--- config.mk ---
export PLATFORM = sky130hd
export DESIGN_NAME = can_rst_ctrl
export DESIGN_NICKNAME = d
export VERILOG_FILES = /design/src/rtl/can_rst_pkg.sv /design/src/rtl/can_rst_sync.sv /design/src/rtl/can_rst_decode.sv /design/src/rtl/can_idle_phase_cnt.sv /design/src/rtl/can_rst_ctrl.sv
export SDC_FILE = /design/constraint.sdc
export NUM_CORES = 1
export LEC_CHECK = 0
export BUFFER_PORTS_ARGS = -buffer_cell sky130_fd_sc_hd__clkbuf_2
export CAP_MARGIN = 20
export CORE_MARGIN = 8
export CORE_UTILIZATION = 58
export DETAILED_ROUTE_END_ITERATION = 8
export HOLD_SLACK_MARGIN = 0.05
export PLACE_DENSITY = 0.83
export SYNTH_ARGS = -nofsm -noshare
export SYNTH_HDL_FRONTEND = slang
export SYNTH_SLANG_ARGS = --single-unit
--- constraint.sdc ---
create_clock -name clk -period 1.8 [get_ports clk]
set_input_delay 0 -clock clk [delete_from_list [all_inputs] [get_ports clk]]
set_output_delay 0 -clock clk [all_outputs]
set_load 0.005 [all_outputs]
--- src/rtl/can_rst_pkg.sv ---
package can_rst_pkg;

  typedef enum logic [1:0] {
    RK_NONE = 2'd0,
    RK_SOFT = 2'd1,
    RK_HARD = 2'd2
  } rst_kind_e;

  function automatic rst_kind_e classify_write(input logic wr, input logic rbit, input logic ibit);
    rst_kind_e k;
    k = RK_NONE;
    if (wr && rbit) begin
      k = ibit ? RK_HARD : RK_SOFT;
    end
    return k;
  endfunction

endpackage

--- src/rtl/can_rst_sync.sv ---
module can_rst_sync #(
  parameter int STAGES = 2
) (
  input  logic clk,
  input  logic arst_n,
  output logic srst_n
);

  logic [STAGES-1:0] chain_q;

  genvar g;
  generate
    for (g = 0; g < STAGES; g++) begin : g_stage
      if (g == 0) begin : g_first
        always_ff @(posedge clk or negedge arst_n) begin
          if (!arst_n) chain_q[g] <= 1'b0;
          else         chain_q[g] <= 1'b1;
        end
      end else begin : g_next
        always_ff @(posedge clk or negedge arst_n) begin
          if (!arst_n) chain_q[g] <= 1'b0;
          else         chain_q[g] <= chain_q[g-1];
        end
      end
    end
  endgenerate

  assign srst_n = chain_q[STAGES-1];

endmodule

--- src/rtl/can_rst_decode.sv ---
module can_rst_decode
  import can_rst_pkg::*;
(
  input  logic clk,
  input  logic rst_n,
  input  logic ctl_wr,
  input  logic ctl_rst,
  input  logic ctl_init,
  output logic reg_rst,
  output logic reg_init,
  output logic soft_p,
  output logic hard_p
);

  rst_kind_e  kind_d, kind_q;
  logic [1:0] bits_d, bits_q;

  always_comb begin
    kind_d = classify_write(ctl_wr, ctl_rst, ctl_init);
    bits_d = bits_q;
    if (ctl_wr) bits_d = {ctl_rst, ctl_init};
  end

  always_ff @(posedge clk or negedge rst_n) begin
    if (!rst_n) begin
      kind_q <= RK_NONE;
      bits_q <= 2'b11;
    end else begin
      kind_q <= kind_d;
      bits_q <= bits_d;
    end
  end

  assign soft_p   = (kind_q == RK_SOFT);
  assign hard_p   = (kind_q == RK_HARD);
  assign reg_rst  = bits_q[1];
  assign reg_init = bits_q[0];

  assert_soft_from_write_R3: assert property (@(posedge clk) disable iff (!rst_n)
    soft_p |-> $past(ctl_wr && ctl_rst && !ctl_init));

  assert_hard_from_write_R2: assert property (@(posedge clk) disable iff (!rst_n)
    hard_p |-> $past(ctl_wr && ctl_rst && ctl_init));

  assert_no_strobe_without_rst_R4: assert property (@(posedge clk) disable iff (!rst_n)
    $past(!(ctl_wr && ctl_rst)) |-> !(soft_p || hard_p));

  assert_bits_hold_R5: assert property (@(posedge clk) disable iff (!rst_n)
    $past(!ctl_wr) |-> $stable({reg_rst, reg_init}));

endmodule

--- src/rtl/can_idle_phase_cnt.sv ---
module can_idle_phase_cnt #(
  parameter int RUN_LEN = 11,
  parameter int PHASES  = 128
) (
  input  logic clk,
  input  logic rst_n,
  input  logic clr_run,
  input  logic clr_phase,
  input  logic tick,
  input  logic rx_rec,
  input  logic phase_en,
  output logic idle_evt,
  output logic phases_done
);

  localparam int RUN_W = $clog2(RUN_LEN);
  localparam int PH_W  = $clog2(PHASES);
  localparam logic [RUN_W-1:0] RUN_LAST = RUN_W'(RUN_LEN - 1);
  localparam logic [PH_W-1:0]  PH_LAST  = PH_W'(PHASES - 1);

  logic [RUN_W-1:0] run_d, run_q;
  logic [PH_W-1:0]  ph_d, ph_q;
  logic             run_full;
  logic             ph_full;

  assign run_full    = (run_q == RUN_LAST);
  assign ph_full     = (ph_q == PH_LAST);
  assign idle_evt    = !clr_run && tick && rx_rec && run_full;
  assign phases_done = !clr_phase && phase_en && idle_evt && ph_full;

  always_comb begin
    run_d = run_q;
    if (clr_run) begin
      run_d = '0;
    end else if (tick) begin
      if (!rx_rec || run_full) run_d = '0;
      else                     run_d = run_q + 1'b1;
    end
  end

  always_comb begin
    ph_d = ph_q;
    if (clr_phase) begin
      ph_d = '0;
    end else if (phase_en && idle_evt) begin
      if (ph_full) ph_d = '0;
      else         ph_d = ph_q + 1'b1;
    end
  end

  always_ff @(posedge clk or negedge rst_n) begin
    if (!rst_n) begin
      run_q <= '0;
      ph_q  <= '0;
    end else begin
      run_q <= run_d;
      ph_q  <= ph_d;
    end
  end

  assert_run_bound_R6: assert property (@(posedge clk) disable iff (!rst_n)
    run_q <= RUN_LAST);

  assert_dominant_restart_R6: assert property (@(posedge clk) disable iff (!rst_n)
    $past(tick && !rx_rec) |-> (run_q == '0));

  assert_phase_hold_R10: assert property (@(posedge clk) disable iff (!rst_n)
    $past(!phase_en && !clr_phase) |-> $stable(ph_q));

endmodule

--- src/rtl/can_rst_ctrl.sv ---
module can_rst_ctrl #(
  parameter int SYNC_STAGES = 2,
  parameter int RUN_LEN     = 11,
  parameter int PHASES      = 128
) (
  input  logic clk,
  input  logic hw_rst_n,
  input  logic ctl_wr_i,
  input  logic ctl_rst_i,
  input  logic ctl_init_i,
  input  logic bit_tick_i,
  input  logic rx_bit_i,
  input  logic rx_active_i,
  input  logic tx_active_i,
  input  logic busoff_set_i,
  output logic reg_rst_o,
  output logic reg_init_o,
  output logic clr_req_o,
  output logic halt_bus_o,
  output logic err_clr_o,
  output logic bus_off_o,
  output logic rx_status_o
);

  logic rst_n_s;
  logic soft_p, hard_p;
  logic idle_evt, phases_done;
  logic sync_d, sync_q;
  logic boff_d, boff_q;
  logic recov_d, recov_q;
  logic any_sw;

  can_rst_sync #(.STAGES(SYNC_STAGES)) i_sync (
    .clk    (clk),
    .arst_n (hw_rst_n),
    .srst_n (rst_n_s)
  );

  can_rst_decode i_decode (
    .clk      (clk),
    .rst_n    (rst_n_s),
    .ctl_wr   (ctl_wr_i),
    .ctl_rst  (ctl_rst_i),
    .ctl_init (ctl_init_i),
    .reg_rst  (reg_rst_o),
    .reg_init (reg_init_o),
    .soft_p   (soft_p),
    .hard_p   (hard_p)
  );

  assign any_sw = soft_p || hard_p;

  can_idle_phase_cnt #(.RUN_LEN(RUN_LEN), .PHASES(PHASES)) i_idle (
    .clk         (clk),
    .rst_n       (rst_n_s),
    .clr_run     (any_sw),
    .clr_phase   (any_sw || busoff_set_i),
    .tick        (bit_tick_i),
    .rx_rec      (rx_bit_i),
    .phase_en    (recov_q),
    .idle_evt    (idle_evt),
    .phases_done (phases_done)
  );

  always_comb begin
    sync_d = sync_q;
    if (any_sw)        sync_d = 1'b1;
    else if (idle_evt) sync_d = 1'b0;
  end

  always_comb begin
    boff_d  = boff_q;
    recov_d = recov_q;
    if (hard_p) begin
      boff_d  = 1'b0;
      recov_d = 1'b0;
    end else if (busoff_set_i) begin
      boff_d  = 1'b1;
      recov_d = 1'b0;
    end else if (soft_p) begin
      recov_d = boff_q;
    end else if (phases_done) begin
      boff_d  = 1'b0;
      recov_d = 1'b0;
    end
  end

  always_ff @(posedge clk or negedge rst_n_s) begin
    if (!rst_n_s) begin
      sync_q  <= 1'b1;
      boff_q  <= 1'b0;
      recov_q <= 1'b0;
    end else begin
      sync_q  <= sync_d;
      boff_q  <= boff_d;
      recov_q <= recov_d;
    end
  end

  assign clr_req_o   = any_sw;
  assign halt_bus_o  = any_sw;
  assign err_clr_o   = hard_p || !rst_n_s;
  assign bus_off_o   = boff_q;
  assign rx_status_o = sync_q || (rx_active_i && !tx_active_i);

  assert_busoff_rise_R9: assert property (@(posedge clk) disable iff (!rst_n_s)
    $rose(boff_q) |-> $past(busoff_set_i));

  assert_busoff_fall_R10: assert property (@(posedge clk) disable iff (!rst_n_s)
    $fell(boff_q) |-> $past(hard_p || (recov_q && bit_tick_i && rx_bit_i)));

  assert_sync_end_R7: assert property (@(posedge clk) disable iff (!rst_n_s)
    $fell(sync_q) |-> $past(bit_tick_i && rx_bit_i && !any_sw));

  assert_soft_keeps_errs_R3: assert property (@(posedge clk) disable iff (!rst_n_s)
    soft_p |-> !err_clr_o);

endmodule

==> results of run 1 <==
-- routing by layer --
metal,up-vias,GRT usage [%]
met2,18,23.9
met4,0,8.04
met5,-,0
li1,405,-
met3,4,5.74
met1,392,14.4
-- per-stage QoR --
step | hold slack (ns) | total power [mW] | cell area, um2 | setup WS (ns) | utilization [%]
floorplan | -0.296 | 0.538 | 1020 | 0.134 | -
global placement | -0.215 | 0.571 | 1110 | 0.124 | 65.6
detailed placement | -0.209 | 0.576 | 1110 | 0.0570 | 65.6
CTS | 0.0536 | 0.845 | 1220 | 0.0280 | 72.5
global route | 0.0950 | 0.885 | 1230 | 0.00299 | 73.1
finish | 0.0505 | 0.841 | 1230 | 0.0716 | 73.1
-- cells by family (layout without fill, tap and decap cells) --
family | Yosys count | after routing | synth area share (%)
simple gates | 40 | 40 | 22.7
compound gates | 21 | 21 | 12.7
flops | 20 | 20 | 49.6
buf+inv | 12 | 39 | 5.66
fa+ha+maj | 5 | 5 | 6.16
xor+xnor | 2 | 2 | 1.72
other cells | 1 | 1 | 0.369
mux | 1 | 1 | 1.11
-- cells in the mapped netlist (all sizes together) --
| library cell | n | area share (%) |
|---|---|---|
| clkbuf | 1 | 0.49 |
| nand4 | 1 | 1.2 |
| and3 | 2 | 1.2 |
| a211oi | 2 | 1.5 |
| nor3 | 1 | 0.49 |
| o21bai | 1 | 0.74 |
| a21o | 3 | 2.2 |
| dfrtp | 17 | 42 |
| nor4 | 2 | 1.2 |
| nand2 | 9 | 3.3 |
| nand3b | 3 | 3.4 |
| xnor2 | 2 | 1.7 |
| inv | 9 | 3.3 |
| a21oi | 4 | 2.0 |
| a211o | 1 | 0.86 |
| o41ai | 1 | 0.86 |
| dfstp | 3 | 7.8 |
| nor3b | 2 | 1.5 |
| or2b | 2 | 1.5 |
| buf | 2 | 1.8 |
| or3 | 2 | 1.2 |
| ha | 5 | 6.2 |
| mux2 | 1 | 1.1 |
| nand2b | 2 | 1.2 |
| o22ai | 1 | 0.62 |
| conb | 1 | 0.37 |
| or2 | 2 | 1.2 |
| nor2 | 7 | 2.6 |
| nand3 | 5 | 2.5 |
| o21ai | 8 | 3.9 |
-- final timing paths --
kind	from	slack [ns]	cells after the start	to
max in group asynchronous	i_sync.srst_n	1.10	1	sync_q
worst min register to register	i_sync.srst_n	0.14	0	i_idle.ph_q[0]
worst max-delay path	i_decode.kind_q[0]	0.07	6	i_idle.ph_q[2]
worst min-delay path	bit_tick_i	0.05	4	i_idle.run_q[0]
min in group asynchronous	i_sync.srst_n	0.14	0	i_idle.ph_q[0]
worst max register to register	i_decode.kind_q[0]	0.07	6	i_idle.ph_q[2]
-- what timing repair did --
item                                    CTS  global route
hold buffers                              8             0
resized for setup                         0             3
endpoints found under the hold margin     7             0
endpoints found under the setup margin    0             3
-- critical path: stages, from the launching register on --
cell     delay, ns
dfrtp_1       0.36
inv_1         0.05
ha_2          0.36
nand4_2       0.14
or2_4         0.29
or3_1         0.32
a21oi_1       0.14
-- registers in the layout, indices dropped and copies added (netlist names) --
name,flops
recov_q,1
i_idle.ph_q,7
bus_off_o,1
i_sync.chain_q,1
sync_q,1
i_sync.srst_n,1
i_idle.run_q,4
i_decode.bits_q,2
i_decode.kind_q,2
-- layout make-up --
| cell class | instances | area [um2] | area share (%) |
|---|---|---|---|
| timing repair buffer | 26 | 175 | 14.2 |
| inverter | 9 | 33.8 | 2.74 |
| sequential | 20 | 504 | 40.8 |
| clock buffer | 4 | 36.3 | 2.94 |
| tap | 17 | 21.3 | 1.72 |
| multi-input combinational | 70 | 464 | 37.6 |
-- power by group through the flow --
| stage | combinational [mW] | sequential (mW) | clock [mW] |
|---|---|---|---|
| floorplan | 0.0453 | 0.493 | 0 |
| global placement | 0.0806 | 0.491 | 0 |
| detailed placement | 0.0846 | 0.491 | 0 |
| CTS | 0.0997 | 0.483 | 0.262 |
| global route | 0.113 | 0.486 | 0.285 |
| finish | 0.101 | 0.483 | 0.256 |
==> run metrics, run 1 <==
die span in x=roughly 58 um; layout cell share with drive strength beyond 1=24.8%; setup TNS=0 ns; largest net degree at the start of global routing=13; first-pass GRT wire length=3650 um; Startpoint Class=flip-flop; clk_lat worst skew=~0.30 ns; antenna-violating nets left=0; DR pass1 iterations=4; grt ovf=0; met3 wire len=143 um; vias in the first global route=around 880; most common cell after layout, fill and taps aside=dfrtp_1; final setup fails=0; arrival time at the worst endpoint=1.96 ns; diodes inserted=0; non-filler instance count after layout=146; internal power component=0.641 mW; placed cells=134; VDD IR max=595 uV; wire per inst=15.1 um; Layout fillers=120; met2 WL=1110 um; Synth Cell Area=1020 um2; DRC errors left=0; Synth Register Bits=20; switch share=23.7%; Area Overhead vs Synth=21.6%; Core Box Area=1690 um2; syn_area_per_cell=between 9 and 10 um2; Final min period=about 1.7 ns; Clock Path Buffers=2; row count=15; Placer Congestion=0.782; initial antenna violation count=0; total global-route track usage=between 10 and 15%; TritonCTS clock tree=yes; Final Hold Fails=0; post-DR vias/cell=5.61; status=finished clean; Synth Net Count=117; Die Y=57.9 um; vias=819; commonest non-fill, non-tap cells in the layout=dfrtp_1, clkbuf_2, inv_1, nand2_1; H-tree levels=1; Gate power share=approximately 12%; CTS Sinks=20; Critical Path RT=2.04 ns; max-cap viol count=0; nets@finish=approximately 150; num ports=17; Syn Inst Count=slightly above 100; Slew Limit Fails=0; CTS Buf Count=3; worst clock skew=approximately 0.0024 ns; hold crit path type=in2reg; CTS root buf=clkbuf_4; kind of critical path=reg2reg; Port Buf Inserts=16; die area=approximately 3300 um2; CP endpoint kind=flip-flop; fmax=0.579 GHz; post-CTS setup buffers=0; Worst Path Max Fanout=6; fin crit share=a little over nine tenths; sw power=around 0.2 mW; Clock power frac=30.5%; Synth Warn #=0; met1 wire length=911 um; RSZ-0062 raised after global routing=no; Max Used Layer=met4; First DRT Iteration DRCs=15; Lkg Pwr=between 0.6 and 0.7 nW; drt total wl=2210 um; initial core utilization=60.1%; Seq pwr share=between 50% and 60%; Yosys cell types=33; Power Density=681 nW/um2; Seq/Total Area, Yosys=between 40% and 50%; post-DP HPWL=around 1600 um; Clock transition at path regs=0.11 ns
Note: power is estimated with default switching activity, not from simulation.
==> run 2, diff against run 1 <==
--- a/config.mk
+++ b/config.mk
@@ -8,10 +8,10 @@
 export BUFFER_PORTS_ARGS = -buffer_cell sky130_fd_sc_hd__clkbuf_2
 export CAP_MARGIN = 20
 export CORE_MARGIN = 8
-export CORE_UTILIZATION = 58
+export CORE_UTILIZATION = 54
 export DETAILED_ROUTE_END_ITERATION = 8
 export HOLD_SLACK_MARGIN = 0.05
-export PLACE_DENSITY = 0.83
+export PLACE_DENSITY = 0.78
 export SYNTH_ARGS = -nofsm -noshare
 export SYNTH_HDL_FRONTEND = slang
 export SYNTH_SLANG_ARGS = --single-unit
==> constraint.sdc (replaced) <==
create_clock -name clk -period 1.7 [get_ports clk]
set_input_delay 0 -clock clk [delete_from_list [all_inputs] [get_ports clk]]
set_output_delay 0 -clock clk [all_outputs]
set_load 0.005 [all_outputs]
==> run metrics, run 2 (synthesis gave the netlist of run 1 again) <==
Lkg Pwr=0.617 nW (was 0.614 nW); setup ws final=0.0986 ns (was 0.0716 ns); Power Density=794 nW/um2 (was 681 nW/um2); fin crit share=94.2% (was 96.0%); H-tree levels=1 (unchanged); diodes inserted=0 (unchanged); Final min period=1.60 ns (was 1.73 ns); num ports=17 (unchanged); Largest Register=i_idle.ph_q (unchanged); worst clock skew=0.00390 ns (was 0.00241 ns); total global-route track usage=13.4% (was 14.1%); die span in x=59.4 um (was 57.9 um); clk_lat worst skew=0.31 ns (was 0.30 ns); Critical Path RT=1.95 ns (was 2.04 ns); Seq pwr share=50.0% (was 57.5%); hold crit path type=in2reg (unchanged); Clock power frac=38.8% (was 30.5%); final setup fails=0 (unchanged); max-cap viol count=0 (unchanged); Startpoint Class=flip-flop (unchanged); DR pass1 iterations=4 (unchanged); commonest non-fill, non-tap cells in the layout=dfrtp_1, clkbuf_2, inv_1, nand2_1 (unchanged); CTS Buf Count=3 (unchanged); antenna-violating nets left=0 (unchanged); Clock Path Buffers=2 (unchanged); post-layout util=73.9% (was 73.1%); kind of critical path=reg2reg (unchanged); Die Y=59.4 um (was 57.9 um); Max stage delay on crit path=0.37 ns (was 0.36 ns); drt total wl=2130 um (was 2210 um); Gate power share=11.3% (was 12.1%); non-filler instance count after layout=155 (was 146); worst path cell trace=inv_1 > ha_4 > nand4_4 > or2_4 > or3_1 > a21oi_1 (was inv_1 > ha_2 > nand4_2 > or2_4 > or3_1 > a21oi_1); vias in the first global route=843 (was 875); die area=3530 um2 (was 3350 um2); First DRT Iteration DRCs=8 (was 15); initial core utilization=58.2% (was 60.1%); DRC errors left=0 (unchanged); Hold Path Sink=i_idle.run_q[0] (unchanged); post-route cell area=1290 um2 (was 1230 um2); internal power component=0.792 mW (was 0.641 mW); row count=15 (unchanged); Port Buf Inserts=16 (unchanged); sw power=0.232 mW (was 0.200 mW); CTS root buf=clkbuf_4 (unchanged); Area Overhead vs Synth=27.0% (was 21.6%); Largest register FFs=7 (unchanged); Top Registers=i_idle.ph_q x7, i_idle.run_q x4 (unchanged); path depth of the worst reg2reg path=6 (unchanged); TritonCTS clock tree=yes (unchanged); Worst Hold Launch=bit_tick_i (unchanged); reg-to-reg startpoint=i_decode.kind_q[0] (unchanged); first-pass GRT wire length=3610 um (was 3650 um); VDD IR max=626 uV (was 595 uV); status=finished clean (unchanged); Placer Congestion=0.740 (was 0.782); post-DP HPWL=1560 um (about the same); CTS Sinks=20 (unchanged); post-CTS setup buffers=0 (unchanged); post-DR vias/cell=5.15 (was 5.61); Core Box Area=1750 um2 (was 1690 um2); nets@finish=146 (was 145); largest net degree at the start of global routing=15 (was 13); wire per inst=13.7 um (was 15.1 um); setup TNS=0 ns (unchanged); Hold Path Stages=4 (unchanged); switch share=22.6% (was 23.7%); flop-to-flop setup slack=0.1 ns (was 0.07 ns); Clock transition at path regs=0.12 ns (was 0.11 ns); CP max-delay cell=dfrtp_1 (unchanged); Design Power=1.02 mW (was 0.841 mW); arrival time at the worst endpoint=1.85 ns (was 1.96 ns); fmax=0.624 GHz (was 0.579 GHz); RR Endpoint=i_idle.ph_q[2] (unchanged); Slew Limit Fails=0 (unchanged); CP endpoint kind=flip-flop (unchanged); layout cell share with drive strength beyond 1=26.2% (was 24.8%); Worst Path Max Fanout=6 (unchanged); Min Hold Slack=0.0841 ns (was 0.0505 ns); Placed Area=1130 um2 (was 1110 um2); most common cell after layout, fill and taps aside=dfrtp_1 (unchanged); placed cells=143 (was 134); vias=799 (was 819); worst slack, placed=0.0439 ns (was 0.0570 ns); Final Hold Fails=0 (unchanged); grt ovf=0 (unchanged); initial antenna violation count=0 (unchanged)
[run 2: changes by cell type in the layout (fill, tap and decap cells not counted), sizes merged]
cell and delta:
bufinv +1, buf +1, clkbuf -1
[run 2: worst max path at each step]
stage                                   from         endpoint  slack (ns)
after global placement    i_decode.kind_q[0]   i_idle.ph_q[2]        0.09
after floorplan           i_decode.kind_q[0]   i_idle.ph_q[2]        0.03
after detailed placement  i_decode.kind_q[0]   i_idle.ph_q[2]        0.04
after CTS                 i_decode.kind_q[0]   i_idle.ph_q[2]        0.02
final                     i_decode.kind_q[0]   i_idle.ph_q[2]         0.1
after global routing      i_decode.kind_q[0]  i_idle.run_q[3]       -0.03
[run 2: per-layer routing]
metal,part of all wire [%],global-route usage (%),up-vias
met5,0,0,-
met4,1.8,6.14,0
met3,5.5,5.21,5
met2,47,21.1,17
met1,45,15.6,377
li1,-,-,400
[run 2: power groups by stage]
stage,Sequential [mW],Clock [mW],Combinational [mW]
2_1_floorplan,0.521,0,0.0479
3_3_place_gp,0.518,0,0.0894
3_5_place_dp,0.519,0,0.0925
4_1_cts,0.510,0.402,0.108
5_1_grt,0.515,0.423,0.129
6_report,0.511,0.397,0.115
[run 2: worst max-delay path, delay by kind of cell, from the launching register on]
kind | cells | cell delay (ns)
simple gates | 3 | 0.70
compound gates | 1 | 0.12
flops | 1 | 0.37
fa+ha+maj | 1 | 0.28
buf+inv | 1 | 0.07
[run 2: repair_timing]
| action | 4_1_cts | 5_1_grt |
|---|---|---|
| hold buffers | 8 | 0 |
| endpoints found under the hold margin | 8 | 0 |
| endpoints found under the setup margin | 0 | 7 |
| resized for setup | 0 | 5 |
[run 2: cell type report]
class | instances | area (um2)
sequential | 20 | 504
multi-input combinational | 70 | 485
fill | 112 | 455
timing repair buffer | 27 | 183
inverter | 9 | 33.8
tap | 25 | 31.3
clock inverter | 1 | 30.0
clock buffer | 3 | 22.5
==> run 3, diff against run 2 <==
--- a/config.mk
+++ b/config.mk
@@ -8,10 +8,11 @@
 export BUFFER_PORTS_ARGS = -buffer_cell sky130_fd_sc_hd__clkbuf_2
 export CAP_MARGIN = 20
 export CORE_MARGIN = 8
-export CORE_UTILIZATION = 54
+export CORE_UTILIZATION = 40
 export DETAILED_ROUTE_END_ITERATION = 8
 export HOLD_SLACK_MARGIN = 0.05
-export PLACE_DENSITY = 0.78
+export PLACE_DENSITY = 0.61
+export RECOVER_POWER = 100
 export SYNTH_ARGS = -nofsm -noshare
 export SYNTH_HDL_FRONTEND = slang
 export SYNTH_SLANG_ARGS = --single-unit
==> run metrics, run 3 (synthesis gave the netlist of run 1 again) <==
Placer Congestion=0.838 (was 0.740); layout cell share with drive strength beyond 1=21.8% (was 26.2%); Clock transition at path regs=0.12 ns (about the same); num ports=17 (unchanged); Final min period=1.64 ns (was 1.60 ns); RSZ-0062 raised after global routing=no; initial antenna violation count=0 (unchanged); total global-route track usage=10.9% (was 13.4%); Layout fillers=228 (was 112); Worst Hold Launch=rx_bit_i (was bit_tick_i); hold crit path type=in2reg (unchanged); Die Y=66.4 um (was 59.4 um); CP endpoint kind=flip-flop (unchanged); Placed Area=1140 um2 (was 1130 um2); DRC errors left=0 (unchanged); Seq pwr share=50.2% (was 50.0%); Power Density=774 nW/um2 (was 794 nW/um2); arrival time at the worst endpoint=1.88 ns (was 1.85 ns); most common cell after layout, fill and taps aside=dfrtp_1 (unchanged); Design Power=1.02 mW (about the same); Clock Path Buffers=2 (unchanged); CP Launch Point=i_decode.kind_q[1] (was i_decode.kind_q[0]); Clock power frac=38.5% (was 38.8%); commonest non-fill, non-tap cells in the layout=dfrtp_1, clkbuf_2, nand2_1, dlygate4sd3_1 (was dfrtp_1, clkbuf_2, inv_1, nand2_1); Core Box Area=2430 um2 (was 1750 um2); Largest Register=i_idle.ph_q (unchanged); drt total wl=2150 um (was 2130 um); sw power=0.226 mW (was 0.232 mW); nets@finish=149 (was 146); post-DR vias/cell=5.29 (was 5.15); max-cap viol count=0 (unchanged); Port Buf Inserts=16 (unchanged); Lkg Pwr=0.617 nW (about the same); die span in x=66.4 um (was 59.4 um); Top Registers=i_idle.ph_q x7, i_idle.run_q x4 (unchanged); setup TNS=0 ns (unchanged); switch share=22.2% (was 22.6%); Hold Path Stages=4 (unchanged); H-tree levels=1 (unchanged); status=finished clean (unchanged); Min Hold Slack=0.0990 ns (was 0.0841 ns); reg-to-reg startpoint=i_decode.kind_q[1] (was i_decode.kind_q[0]); post-layout util=54.1% (was 73.9%); internal power component=0.792 mW (about the same); worst clock skew=0.00855 ns (was 0.00390 ns); vias in the first global route=871 (was 843); Startpoint Class=flip-flop (unchanged); flop-to-flop setup slack=0.06 ns (was 0.1 ns); CTS Buf Count=3 (unchanged); initial core utilization=41.8% (was 58.2%); kind of critical path=reg2reg (unchanged); Area Overhead vs Synth=29.6% (was 27.0%); CTS Sinks=20 (unchanged); First DRT Iteration DRCs=31 (was 8); first-pass GRT wire length=3750 um (was 3610 um); post-route cell area=1320 um2 (was 1290 um2); fmax=0.610 GHz (was 0.624 GHz); Slew Limit Fails=0 (unchanged); CTS root buf=clkbuf_4 (unchanged); DR pass1 iterations=4 (unchanged); antenna-violating nets left=0 (unchanged); clk_lat worst skew=0.31 ns (about the same); row count=18 (was 15); grt ovf=0 (unchanged); path depth of the worst reg2reg path=5 (was 6); post-DP HPWL=1550 um (was 1560 um); Final Hold Fails=0 (unchanged); VDD IR max=883 uV (was 626 uV); TritonCTS clock tree=yes (unchanged); largest net degree at the start of global routing=13 (was 15); Gate power share=11.3% (about the same); vias=863 (was 799); die area=4410 um2 (was 3530 um2); Worst Path Max Fanout=6 (unchanged); Critical Path RT=1.94 ns (was 1.95 ns); Largest register FFs=7 (unchanged); wire per inst=13.2 um (was 13.7 um); diodes inserted=0 (unchanged); final setup fails=0 (unchanged); fin crit share=96.4% (was 94.2%)
[run 3: worst paths after layout]
path                                      endpoint
max in group asynchronous       i_decode.bits_q[0]
worst min register to register      i_idle.ph_q[0]
worst max register to register      i_idle.ph_q[2]
min in group asynchronous           i_idle.ph_q[0]
worst min-delay path                        sync_q
worst max-delay path                i_idle.ph_q[2]
[run 3: power by group through the flow]
stage               Combinational [mW]  Clock (mW)  Sequential [mW]
floorplan                       0.0479           0            0.521
global placement                0.0932           0            0.520
detailed placement              0.0956           0            0.521
CTS                              0.113       0.399            0.512
global route                     0.130       0.422            0.514
finish                           0.115       0.392            0.511
[run 3: critical path, cell delays in order, from the launching register on]
cell	delay, ns
dfrtp_1	0.43
ha_4	0.30
nand4_4	0.08
or2_4	0.29
or3_4	0.33
a21oi_2	0.13
[run 3: cell type report]
class / instances / area, um2 / share of cell area (%)
Clock buffer: 3 / 22.5 / 1.71
Inverter: 9 / 33.8 / 2.57
Clock inverter: 1 / 30.0 / 2.28
Sequential cell: 20 / 504 / 38.3
Multi-Input combinational cell: 70 / 494 / 37.5
Tap cell: 30 / 37.5 / 2.85
Timing Repair Buffer: 30 / 194 / 14.7
[run 3: routing by layer]
metal | routed length [um] | GRT usage, % | vias to the layer above
li1 | - | - | 409
met1 | 984 | 12.3 | 431
met2 | 1010 | 17.6 | 21
met3 | 143 | 5.42 | 2
met4 | 10 | 3.47 | 0
met5 | 0 | 0 | -
[run 3: per-stage QoR]
step | cells | worst slack, ns
final | 163 | 0.0615
after global routing | 163 | 0.00628
after CTS | 163 | 0.0214
after detailed placement | 149 | 0.0214
after global placement | 149 | 0.0743
after floorplan | 102 | 0.0343
[run 3: timing repair]
item / CTS / global route
pin swaps: 0 / 2
hold buffers: 9 / 0
resized for setup: 1 / 6
setup endpoints to repair: 1 / 6
buffers inserted: 1 / 0
endpoints found under the hold margin: 10 / 0
